$ cat src/rtl/irqc_pkg.sv
package irqc_pkg;

  typedef enum logic [2:0] {
    SEL_NONE,
    SEL_STATUS,
    SEL_ENABLE,
    SEL_ACK,
    SEL_SETEN,
    SEL_MASTER
  } reg_sel_e;

  localparam logic [31:0] OFS_STATUS = 32'h00;
  localparam logic [31:0] OFS_ENABLE = 32'h08;
  localparam logic [31:0] OFS_ACK    = 32'h0C;
  localparam logic [31:0] OFS_SETEN  = 32'h10;
  localparam logic [31:0] OFS_MASTER = 32'h1C;

  function automatic reg_sel_e decode_sel(input logic [31:0] a);
    reg_sel_e s;
    case (a)
      OFS_STATUS: s = SEL_STATUS;
      OFS_ENABLE: s = SEL_ENABLE;
      OFS_ACK:    s = SEL_ACK;
      OFS_SETEN:  s = SEL_SETEN;
      OFS_MASTER: s = SEL_MASTER;
      default:    s = SEL_NONE;
    endcase
    return s;
  endfunction

endpackage

$ cat src/rtl/irqc_edge_det.sv
module irqc_edge_det #(
  parameter int NSRC = 2
) (
  input  logic            clk,
  input  logic            rst_n,
  input  logic [NSRC-1:0] src_i,
  output logic [NSRC-1:0] rise_o
);

  logic [NSRC-1:0] src_q;

  for (genvar g = 0; g < NSRC; g++) begin : g_src
    always_ff @(posedge clk or negedge rst_n) begin
      if (!rst_n) src_q[g] <= 1'b0;
      else        src_q[g] <= src_i[g];
    end
    assign rise_o[g] = src_i[g] & ~src_q[g];
  end

  // a held source produces one event, never two in a row
  a_r2_single_event: assert property (@(posedge clk) disable iff (!rst_n)
    (|rise_o) |=> ((rise_o & $past(rise_o)) == '0));

endmodule

$ cat src/rtl/irqc_regfile.sv
module irqc_regfile
  import irqc_pkg::*;
#(
  parameter int NSRC = 2,
  parameter int DW   = 32
) (
  input  logic            clk,
  input  logic            rst_n,
  input  logic            wr_en,
  input  logic            rd_en,
  input  reg_sel_e        sel,
  input  logic [DW-1:0]   wdata,
  input  logic [NSRC-1:0] rise_i,
  output logic [NSRC-1:0] status_o,
  output logic [NSRC-1:0] enable_o,
  output logic            master_o,
  output logic [DW-1:0]   rdata_o
);

  logic [NSRC-1:0] status_q, enable_q;
  logic            master_q;
  logic [DW-1:0]   rdata_q;

  // Named internal events, used by the assertions
  logic [NSRC-1:0] ack_w;
  logic            enwr_w, seten_w, mwr_w;

  // Clear first, then set: a coincident edge survives the acknowledge
  function automatic logic [NSRC-1:0] next_status(input logic [NSRC-1:0] cur,
                                                  input logic [NSRC-1:0] clr,
                                                  input logic [NSRC-1:0] set);
    return (cur & ~clr) | set;
  endfunction

  function automatic logic [DW-1:0] read_mux(input reg_sel_e s,
                                             input logic [NSRC-1:0] st,
                                             input logic [NSRC-1:0] en,
                                             input logic ms);
    logic [DW-1:0] v;
    v = '0;
    case (s)
      SEL_STATUS: v[NSRC-1:0] = st;
      SEL_ENABLE: v[NSRC-1:0] = en;
      SEL_MASTER: v[0]        = ms;
      default:    v           = '0;
    endcase
    return v;
  endfunction

  assign ack_w   = (wr_en && sel == SEL_ACK) ? wdata[NSRC-1:0] : '0;
  assign enwr_w  = wr_en && sel == SEL_ENABLE;
  assign seten_w = wr_en && sel == SEL_SETEN;
  assign mwr_w   = wr_en && sel == SEL_MASTER;

  always_ff @(posedge clk or negedge rst_n) begin
    if (!rst_n) begin
      status_q <= '0;
      enable_q <= '0;
      master_q <= 1'b0;
      rdata_q  <= '0;
    end else begin
      status_q <= next_status(status_q, ack_w, rise_i);
      if (enwr_w)       enable_q <= wdata[NSRC-1:0];
      else if (seten_w) enable_q <= enable_q | wdata[NSRC-1:0];
      if (mwr_w)        master_q <= wdata[0];
      if (rd_en)        rdata_q  <= read_mux(sel, status_q, enable_q, master_q);
    end
  end

  assign status_o = status_q;
  assign enable_o = enable_q;
  assign master_o = master_q;
  assign rdata_o  = rdata_q;

  // an edge always leaves its bit pending, even under acknowledge
  a_r9_set_wins: assert property (@(posedge clk) disable iff (!rst_n)
    (|rise_i) |=> ((status_q & $past(rise_i)) == $past(rise_i)));

  // acknowledged bits with no new edge are cleared
  a_r3_ack_clears: assert property (@(posedge clk) disable iff (!rst_n)
    (|(ack_w & ~rise_i)) |=> ((status_q & $past(ack_w & ~rise_i)) == '0));

  // set-enable never drops an enable bit
  a_r5_seten_keeps: assert property (@(posedge clk) disable iff (!rst_n)
    seten_w |=> ((enable_q & $past(enable_q)) == $past(enable_q)));

  // write-only locations read back as zero
  a_r8_wo_reads_zero: assert property (@(posedge clk) disable iff (!rst_n)
    (rd_en && (sel == SEL_ACK || sel == SEL_SETEN)) |=> (rdata_q == '0));

  // reserved read bits stay zero
  a_r4_reserved_zero: assert property (@(posedge clk) disable iff (!rst_n)
    rdata_q[DW-1:NSRC] == '0);

endmodule

$ cat src/rtl/irqc_req_out.sv
module irqc_req_out #(
  parameter int NSRC = 2
) (
  input  logic            clk,
  input  logic            rst_n,
  input  logic [NSRC-1:0] status_i,
  input  logic [NSRC-1:0] enable_i,
  input  logic            master_i,
  output logic            irq_o
);

  logic irq_q;
  logic req_w;

  function automatic logic want_req(input logic [NSRC-1:0] st,
                                    input logic [NSRC-1:0] en,
                                    input logic ms);
    return ms & (|(st & en));
  endfunction

  assign req_w = want_req(status_i, enable_i, master_i);

  always_ff @(posedge clk or negedge rst_n) begin
    if (!rst_n) irq_q <= 1'b0;
    else        irq_q <= req_w;
  end

  assign irq_o = irq_q;

  // master off forces the request low on the next cycle
  a_r6_master_gate: assert property (@(posedge clk) disable iff (!rst_n)
    !master_i |=> !irq_o);

  // nothing pending and enabled means no request next cycle
  a_r7_needs_pending: assert property (@(posedge clk) disable iff (!rst_n)
    ((status_i & enable_i) == '0) |=> !irq_o);

endmodule

$ cat src/rtl/irq_combiner.sv
module irq_combiner
  import irqc_pkg::*;
#(
  parameter int NSRC = 2,
  parameter int DW   = 32,
  parameter int AW   = 8
) (
  input  logic            clk,
  input  logic            rst_n,
  input  logic [NSRC-1:0] src_i,
  input  logic            wr_en,
  input  logic            rd_en,
  input  logic [AW-1:0]   addr,
  input  logic [DW-1:0]   wdata,
  output logic [DW-1:0]   rdata,
  output logic            irq_o
);

  reg_sel_e        sel;
  logic [NSRC-1:0] rise, status, enable;
  logic            master;

  assign sel = decode_sel(32'(addr));

  irqc_edge_det #(.NSRC(NSRC)) u_edge (
    .clk(clk), .rst_n(rst_n), .src_i(src_i), .rise_o(rise)
  );

  irqc_regfile #(.NSRC(NSRC), .DW(DW)) u_regs (
    .clk(clk), .rst_n(rst_n), .wr_en(wr_en), .rd_en(rd_en), .sel(sel),
    .wdata(wdata), .rise_i(rise), .status_o(status), .enable_o(enable),
    .master_o(master), .rdata_o(rdata)
  );

  irqc_req_out #(.NSRC(NSRC)) u_req (
    .clk(clk), .rst_n(rst_n), .status_i(status), .enable_i(enable),
    .master_i(master), .irq_o(irq_o)
  );

endmodule

$ cat config.mk
export PLATFORM = sky130hd
export DESIGN_NAME = irq_combiner
export DESIGN_NICKNAME = d
export VERILOG_FILES = /design/src/rtl/irqc_pkg.sv /design/src/rtl/irqc_edge_det.sv /design/src/rtl/irqc_regfile.sv /design/src/rtl/irqc_req_out.sv /design/src/rtl/irq_combiner.sv
export SDC_FILE = /design/constraint.sdc
export NUM_CORES = 1
export LEC_CHECK = 0
export BUFFER_PORTS_ARGS = -buffer_cell sky130_fd_sc_hd__buf_2
export CORE_UTILIZATION = 35
export DETAILED_ROUTE_END_ITERATION = 8
export PLACE_DENSITY = 0.92
export SLEW_MARGIN = 20
export SYNTH_ARGS = -nofsm -noshare
export SYNTH_HDL_FRONTEND = slang
export SYNTH_HIERARCHICAL = 1
export SYNTH_SLANG_ARGS = --single-unit
$ cat constraint.sdc
create_clock -name clk -period 1.4 [get_ports clk]
set_clock_uncertainty 0.2 [all_clocks]
set_input_delay 0.07 -clock clk [delete_from_list [all_inputs] [get_ports clk]]
set_output_delay 0.07 -clock clk [all_outputs]
set_load 0.005 [all_outputs]
# Word level (Yosys, flattened, before mapping)
# Cells that the tools add are included.
[totals]
register_bits = 10
in_bits = 46
word_cells = 39
[op_classes]
eq_ne = 9
n_mux = 6
n_bitwise = 10
n_reduce_logical = 7
[op_table]
columns = ["op", "n"]
rows = [
  ["$eq 8x4->1 const B", 2],
  ["$eq 8x5->1 const B", 2],
  ["$pmux 3 s5", 1],
  ["$logic_not 8->1", 1],
  ["$eq 3x2->1 const B", 2],
  ["$eq 3x3->1 const B", 2],
  ["$mux 2", 3],
  ["$and 2x2->2", 2],
  ["$logic_and 1x1->1", 4],
  ["$or 2x2->2", 2],
  ["$and 1x1->1", 3],
  ["$eq 3x1->1 const B", 1],
  ["$pmux 1 s3", 1],
  ["$not 1->1", 2],
  ["$not 2->2", 1],
  ["$pmux 1 s2", 1],
  ["$reduce_bool 2->1", 1],
  ["$reduce_or 2->1", 1],
]

# Depth between registers and ports, before layout
# Gate-level depths: netlist of the first run.
[depth]
word_depth = 8
mapped_depth = 5
depth_no_buf = 5

# Cells and area by module
# Netlist of the first run, hierarchy kept.
[by_module_without_submodules]
columns = ["mod", "instances", "cells_per_inst", "area_per_inst_um2"]
rows = [
  ["irqc_regfile", 1, 68, 593.1],
  ["irqc_edge_det", 1, 4, 77.6],
  ["irq_combiner", 1, 7, 55.1],
  ["irqc_req_out", 1, 3, 38.8],
]

# Worst setup path before layout of the first run
# Ideal clock, no wire load.
[synth_timing]
path_type = "input-to-reg"
from = "input port addr[7]"
to = "register u_regs.status_q[0] (netlist: u_regs/status_o[0])"
setup_ns = 0.118
t_arrival_ns = 1.875
required_time_ns = 1.082
slack_ns = -0.793
stages = 5
cell_sequence = "or4_4 nor4b_1 and2b_1 nand4_1 a21o_1"
[synth_between]
elab_chain_cells = 8
[synth_lines]
columns = ["element", "line_no", "rtl"]
rows = [
  ["start: declaration", "irq_combiner.sv:13", "input logic [AW-1:0] addr,"],
  ["$eq 8x5->1, or another cell as far along", "irqc_pkg.sv:20", "case (a)"],
  ["$pmux 3 s5 (*)", "irqc_pkg.sv:20", ""],
  ["named net sel[1]", "irq_combiner.sv:19", "reg_sel_e sel;"],
  ["$eq 3x2->1 (*)", "irqc_regfile.sv:50", "assign ack_w = (wr_en && sel == SEL_ACK) ? wdata[NSRC-1:0] : '0;"],
  ["$logic_and 1x1->1 (*)", "irqc_regfile.sv:50", ""],
  ["$mux 2 (*)", "irqc_regfile.sv:50", ""],
  ["$not 2->2 (*)", "irqc_regfile.sv:32", "return (cur & ~clr) | set;"],
  ["$and 2x2->2 (*)", "irqc_regfile.sv:32", ""],
  ["$or 2x2->2 (*)", "irqc_regfile.sv:32", ""],
  ["end signal: assignment", "irqc_regfile.sv:62", "status_q <= next_status(status_q, ack_w, rise_i);"],
  ["end: declaration", "irqc_regfile.sv:20", "logic [NSRC-1:0] status_q, enable_q;"],
]
# The timed path passes the listed nets; every way through them passes the cells marked *.
# A chain may end at the register's enable or synchronous reset.

# Worst setup path in the final report of the first run
[layout_timing]
from = "input port addr[7]"
to = "register u_regs.status_q[1] (netlist: u_regs/status_o[1])"
# Same word-level chain as after synthesis.

==> impl_metrics.yaml, run 1 <==
power:
  vdd_drop_max_uv: 490.1
  leakage_nw: 0.4831
  power_density_nw_per_um2: 607.5
  total_power_mw: 0.6013
worst_setup_path:
  reg2reg_depth: 3
  startpoint_type: "primary input"
  critical_path_arrival_ns: 1.68
  reg2reg_slack_ns: 0.16
  worst-setup-path-type: "primary input to flop"
  crit_path_end_kind: "flop"
  required_ns: 1.34
  critical_path.max_fanout: 5
  r2r-end: "u_regs/rdata_o[0]"
  startpoint: "addr[7]"
  reg2reg_from: "u_regs/status_o[0]"
final_layout:
  multiInputGateArea_sq_um: 447.9
  nets: 163
  fillers: 188
  syn_to_final_growth_pct: 29.46
  utilization_pct: 49.44
  drive_gt1_share_pct: 33.04
  regArea_sq_um: 250.2
  num_antenna_cells: 0
clocking:
  cts_tree: "yes"
  ctsLongestPathBuffers: 2
  cts_htree_levels: 1
  clk_latency_ns: 0.26
  cts_sinks: 10
  numCtsBuffers: 3
  root_buffer: "clkbuf_4"
  path_clk_slew_ns: 0.06
grt:
  grt_max_degree: 11
  gr-usage-all-layers_pct: 12.83
  gr-total-overflow: 0
  busiest_layer: "met2"
  grt_pass1_vias: 562
  use_met3_pct: 5.975
  antenna_found_initial: 0
  grt_pass1_wl_um: 2277
  grtUsageMet2_pct: 20.37
  use_met1_pct: 13.78
sta:
  setup_viol: 7
  setup_ws_ns: -0.3393
  holdWs_ns: -0.0001602
  finalCriticalPeriod_ns: 1.739
  hold_viol: 1
  fmax_mhz: 575.0
  period_share_pct: 124.2
  grt_setup_unrepaired: "true"
  slew_viol_final: 0
  tns_ns: -2.230
detailed_routing:
  drt_wl_total_um: 1484
  drc_errors: 0
  num_vias: 622
  drtAntennaViolNets: 0
  first_pass_iters: 4
  wire_per_inst_um: 10.45
  routed_via_density: 4.380
  initialDrtViolationCount: 5
worst_hold_path:
  hp-class: "primary input to asynchronous set/reset pin"
floorplan:
  initial_utilization_pct: 38.19
  die_w_um: 48.74
  ioPinCount: 79
  dieArea_sq_um: 2375
  rows: 16
  core_sq_um: 2002
  die_h_um: 48.74
yosys:
  yosysWarnings: 6
  avgSynthCellArea_sq_um: 9.323
  ys_seq_area_share_pct: 32.73
  netlist_area_sq_um: 764.5
  ys_seq_elements: 10
  syn_inst: 82
  synth.distinct_cells: 26
job:
  drv_cap: 0
placed_design:
  gp_congestion: 0.7374
  port_buffers: 18
  dp_hpwl_um: 1109
outcome:
  status: "complete, but fails checks"
  violations: "hold timing, setup timing"
per-stage QoR:
stage               instances  cell area [sq um]  worst slack [ns]
floorplan                 111              915.9           -0.4175
global placement          131              852.1           -0.5501
detailed placement        131              852.1           -0.5865
CTS                       141              953.4           -0.3076
global route              142              989.7           -0.3876
finish                    142              989.7           -0.3393
logic make-up after synthesis:
group	count (synthesis)	synth area share [%]
compound gates	14	12.27
xor+xnor	1	1.146
mux	2	2.946
flops	10	32.73
buf+inv	33	30.93
other cells	1	0.4905
simple gates	21	19.48
worst max path at each step:
| stage | endpoint | slack, ns | depth (start not counted) |
|---|---|---|---|
| final | u_regs/status_o[1] | -0.34 | 7 |
| after floorplan | u_regs/rdata_o[0] | -0.42 | 5 |
| after global placement | u_regs/rdata_o[0] | -0.55 | 6 |
| after global routing | u_regs/status_o[1] | -0.39 | 7 |
| after detailed placement | u_regs/rdata_o[0] | -0.59 | 6 |
| after CTS | u_regs/rdata_o[0] | -0.31 | 6 |
sequential cells by signal, summed over array words and instances, names as in the netlist:
register	flops
u_edge/src_q	2
u_regs/enable_o	2
u_regs/rdata_o	2
u_regs/status_o	2
u_regs/master_o	1
u_req/irq_o	1
metal layers:
| layer | vias up | part of all wire (%) |
|---|---|---|
| li1 | 288 | - |
| met1 | 290 | 41 |
| met2 | 38 | 49 |
| met3 | 6 | 7.4 |
| met4 | 0 | 2.0 |
| met5 | - | 0 |
cells in the final DEF (no fill, tap or decap), types with 2 or more instances in the layout:
| cell | netlist | layout |
|---|---|---|
| mux2_4 | 0 | 2 |
| inv_1 | 3 | 3 |
| nor2b_4 | 2 | 2 |
| nor2b_1 | 3 | 2 |
| buf_4 | 30 | 5 |
| buf_2 | 0 | 17 |
| dlygate4sd3_1 | 0 | 7 |
| nor4b_4 | 0 | 2 |
| nand2_1 | 4 | 3 |
| a21o_1 | 2 | 2 |
| nand4_1 | 2 | 2 |
| conb_1 | 1 | 30 |
| nand2b_1 | 2 | 2 |
| o22ai_1 | 3 | 3 |
| a31oi_1 | 2 | 2 |
| clkbuf_4 | 0 | 3 |
| a21oi_1 | 3 | 3 |
| dfrtp_1 | 10 | 10 |
synthesized netlist by cell type:
master,instances,share of area [%]
nand2b_1,2,1.6
nor2b_4,2,3.6
mux2_2,2,2.9
xor2_1,1,1.1
or2b_1,1,0.98
nor2b_1,3,2.5
a21oi_1,3,2.0
or4_4,1,1.5
a211oi_1,1,0.98
a22oi_1,1,0.98
nor4b_1,2,2.3
conb_1,1,0.49
nand4b_1,1,1.1
dfrtp_1,10,33
buf_4,30,29
nand2_1,4,2.0
nand4_1,2,1.6
a21o_1,2,2.0
or3_1,1,0.82
o22ai_1,3,2.5
a2bb2oi_1,1,1.1
and2b_1,1,0.98
inv_1,3,1.5
a31oi_1,2,1.6
nor2_1,1,0.49
a32oi_1,1,1.1
critical path, cell delays in order:
cell and delay [ns]:
buf_6 0.09, or4_4 0.57, buf_12 0.15, nor4b_4 0.29, and2b_1 0.21, nand4_1 0.11, a21o_1 0.19
cell type report:
| type | count | area share [%] |
|---|---|---|
| Sequential cell | 10 | 25.28 |
| Tap cell | 27 | 3.413 |
| Inverter | 3 | 1.138 |
| Clock buffer | 3 | 2.276 |
| Timing Repair Buffer | 31 | 22.63 |
| Multi-Input combinational cell | 68 | 45.26 |
power by group:
group | total [mW] | switching, mW | internal (mW)
logic | 0.119 | 0.0614 | 0.0573
registers | 0.298 | 0.00364 | 0.295
clock network | 0.184 | 0.0856 | 0.0986
repair_timing:
action                     in CTS  in global routing
pin swaps                       3                  4
hold endpoints to repair       19                  0
resized for setup               2                  3
setup endpoints to repair       7                  7
hold buffers                    7                  0
setup buffers                   0                  1
Power figures use the tool's default switching activity.
==> run 2: changes to the inputs <==
--- a/config.mk
+++ b/config.mk
@@ -5,8 +5,10 @@
 export SDC_FILE = /design/constraint.sdc
 export NUM_CORES = 1
 export LEC_CHECK = 0
+export ABC_AREA = 1
 export BUFFER_PORTS_ARGS = -buffer_cell sky130_fd_sc_hd__buf_2
-export CORE_UTILIZATION = 35
+export CAP_MARGIN = 20
+export CORE_UTILIZATION = 36
 export DETAILED_ROUTE_END_ITERATION = 8
 export PLACE_DENSITY = 0.92
 export SLEW_MARGIN = 20
==> impl_metrics.yaml, run 2 <==
outcome:
  status: "finished clean"
final_layout:
  fillers: 222
  final_common_cell: "conb_1"
  syn_to_final_growth_pct: 13.21
  final_cell_mix: "conb_1 (30), nand2_1 (27), buf_2 (18)"
  num_antenna_cells: 0
  utilization_pct: 45.16
  nets: 192
  drive_gt1_share_pct: 23.61
grt:
  antenna_found_initial: 0
  grt_pass1_wl_um: 2180
  grt_pass1_vias: 586
  gr-usage-all-layers_pct: 11.58
  grt_max_degree: 11
  gr-total-overflow: 0
detailed_routing:
  first_pass_iters: 3
  drtAntennaViolNets: 0
  drc_errors: 0
  drt_wl_total_um: 1237
  initialDrtViolationCount: 1
  wire_per_inst_um: 7.234
  routed_via_density: 3.906
  num_vias: 668
yosys:
  synth_flop_cell: "dfrtp_1"
  synth.distinct_cells: 15
  ys_seq_area_share_pct: 30.72
  ys_top_cells_by_count: "buf_4 (30), nand2_1 (27), inv_1 (17)"
  synth-edff-count: 0
  ys_seq_elements: 10
  avgSynthCellArea_sq_um: 7.022
  synth_top_area_cell: "dfrtp_1"
  syn_inst: 116
  yosysWarnings: 6
  netlist_area_sq_um: 814.5
  netlist.area_leader.share_pct: 30.72
  async_reset_ff_share_pct: 100.0
  yosysMostFrequentCell: "buf_4"
  synth.area.top_cells: "dfrtp_1 (31%), buf_4 (28%), nand2_1 (12%)"
worst_setup_path:
  critPathCapture: "u_regs/status_o[0]"
  crit_path_end_kind: "flop"
  reg2reg_from: "u_regs/status_o[0]"
  startpoint_type: "primary input"
  reg2reg_depth: 4
  startpoint: "wr_en"
  worst-setup-path-type: "primary input to flop"
  r2r-end: "u_regs/rdata_o[0]"
  critical_path_arrival_ns: 1.07
  reg2reg_slack_ns: 0.40
  critical_path.max_fanout: 4
  required_ns: 1.35
power:
  seq_power_share_pct: 50.9
  vdd_drop_max_uv: 508.7
  leakage_nw: 0.5251
  switchingPower_mw: 0.1654
  pwr-share-comb_pct: 18.3
  p_clk_share_pct: 30.8
  switching_share_pct: 26.94
  p_int_mw: 0.4486
  power_density_nw_per_um2: 665.9
clocking:
  cts_resized: 0
  cts_tree: "yes"
  path_clk_slew_ns: 0.06
  cts_sinks: 10
  clk_latency_ns: 0.26
  cts_htree_levels: 1
  postCtsSetupRepairBufs: 0
  root_buffer: "clkbuf_4"
  ctsLongestPathBuffers: 2
  numCtsBuffers: 3
sta:
  slew_viol_final: 0
  grt_setup_unrepaired: "false"
  tns_ns: 0
  fmax_mhz: 892.3
  setup_viol: 0
  period_share_pct: 80.05
  finalCriticalPeriod_ns: 1.121
  hold_viol: 0
floorplan:
  core_sq_um: 2042
  dieArea_sq_um: 2457
  rows: 16
  die_h_um: 49.57
  initial_utilization_pct: 39.89
  ioPinCount: 79
  die_w_um: 49.57
placed_design:
  dp_hpwl_um: 1019
  port_buffers: 18
  gp_congestion: 0.8217
worst_hold_path:
  hp-class: "primary input to asynchronous set/reset pin"
job:
  drv_cap: 0
## run 2: cell count changes in the layout (fill, tap and decap cells not counted), sizes merged, moves of 3 or more
cell / previous run / this run
o22ai: 3 / 0
o21ai: 0 / 5
nand4: 2 / 6
buf: 24 / 19
nor2b: 5 / 0
nor2: 1 / 10
nand2: 4 / 30
inv: 3 / 19
## run 2: per-stage QoR
stage               instance area [sq um]  power [mW]  hold slack (ns)  std cells  worst slack [ns]
floorplan                           923.4      0.4355          -0.4256        145            0.1347
global placement                    829.5      0.4122          -0.2628        161           0.05799
detailed placement                  829.5      0.4148          -0.2569        161           0.03035
CTS                                 932.1      0.6249           0.2018        172           0.05314
global route                        922.1      0.6602          0.02390        171            0.1740
finish                              922.1      0.6140         0.004779        171            0.2793
## run 2: worst min path at each step
stage                         end  slack [ns]  cells after the start
2_1_floorplan     u_edge/src_q[0]       -0.43                      0
3_3_place_gp      u_edge/src_q[1]       -0.26                      1
3_5_place_dp   u_regs/enable_o[0]       -0.26                      1
4_1_cts           u_regs/master_o        0.20                      6
5_1_grt        u_regs/enable_o[0]        0.02                      2
6_report          u_edge/src_q[1]       0.005                      2
## run 2: metal layers
layer | global-route usage [%] | share of wire, %
met3 | 4.630 | 6.1
met1 | 12.17 | 42
met2 | 20.50 | 51
met4 | 4.286 | 0.89
met5 | 0 | 0
## run 2: worst max-delay path: stages
cell	delay, ns
dlygate4sd3_1	0.52
buf_2	0.13
nand4_1	0.12
o21ai_1	0.15
nand2_1	0.07
## run 2: logic make-up (layout without fill, tap and decap cells)
| logic type | after synthesis | after routing | synth area share, % |
|---|---|---|---|
| and+or+nand+nor | 50 | 50 | 28.27 |
| other | 1 | 30 | 0.4604 |
| AOI/OAI and AO/OA | 6 | 6 | 4.147 |
| DFF | 10 | 10 | 30.72 |
| buffers and inverters | 49 | 48 | 36.41 |
## run 2: power by group through the flow
| stage | clock [mW] | sequential, mW | combinational (mW) |
|---|---|---|---|
| 2_1_floorplan | 0 | 0.316 | 0.119 |
| 3_3_place_gp | 0 | 0.317 | 0.0949 |
| 3_5_place_dp | 0 | 0.318 | 0.0970 |
| 4_1_cts | 0.198 | 0.312 | 0.114 |
| 5_1_grt | 0.213 | 0.315 | 0.132 |
| 6_report | 0.189 | 0.313 | 0.112 |
## run 2: final cells by class
cell class                 count  area (sq um)  area share, %
sequential                    10         250.2          27.14
tap                           27         33.78          3.664
clock buffer                   3         22.52          2.442
multi-input combinational     86         376.6          40.84
inverter                      19         71.32          7.734
timing repair buffer          26         167.7          18.18
## run 2: repair_timing
action                                  in CTS  in global routing
endpoints found under the setup margin       0                 10
hold buffers                                 8                  0
hold endpoints to repair                    19                  0
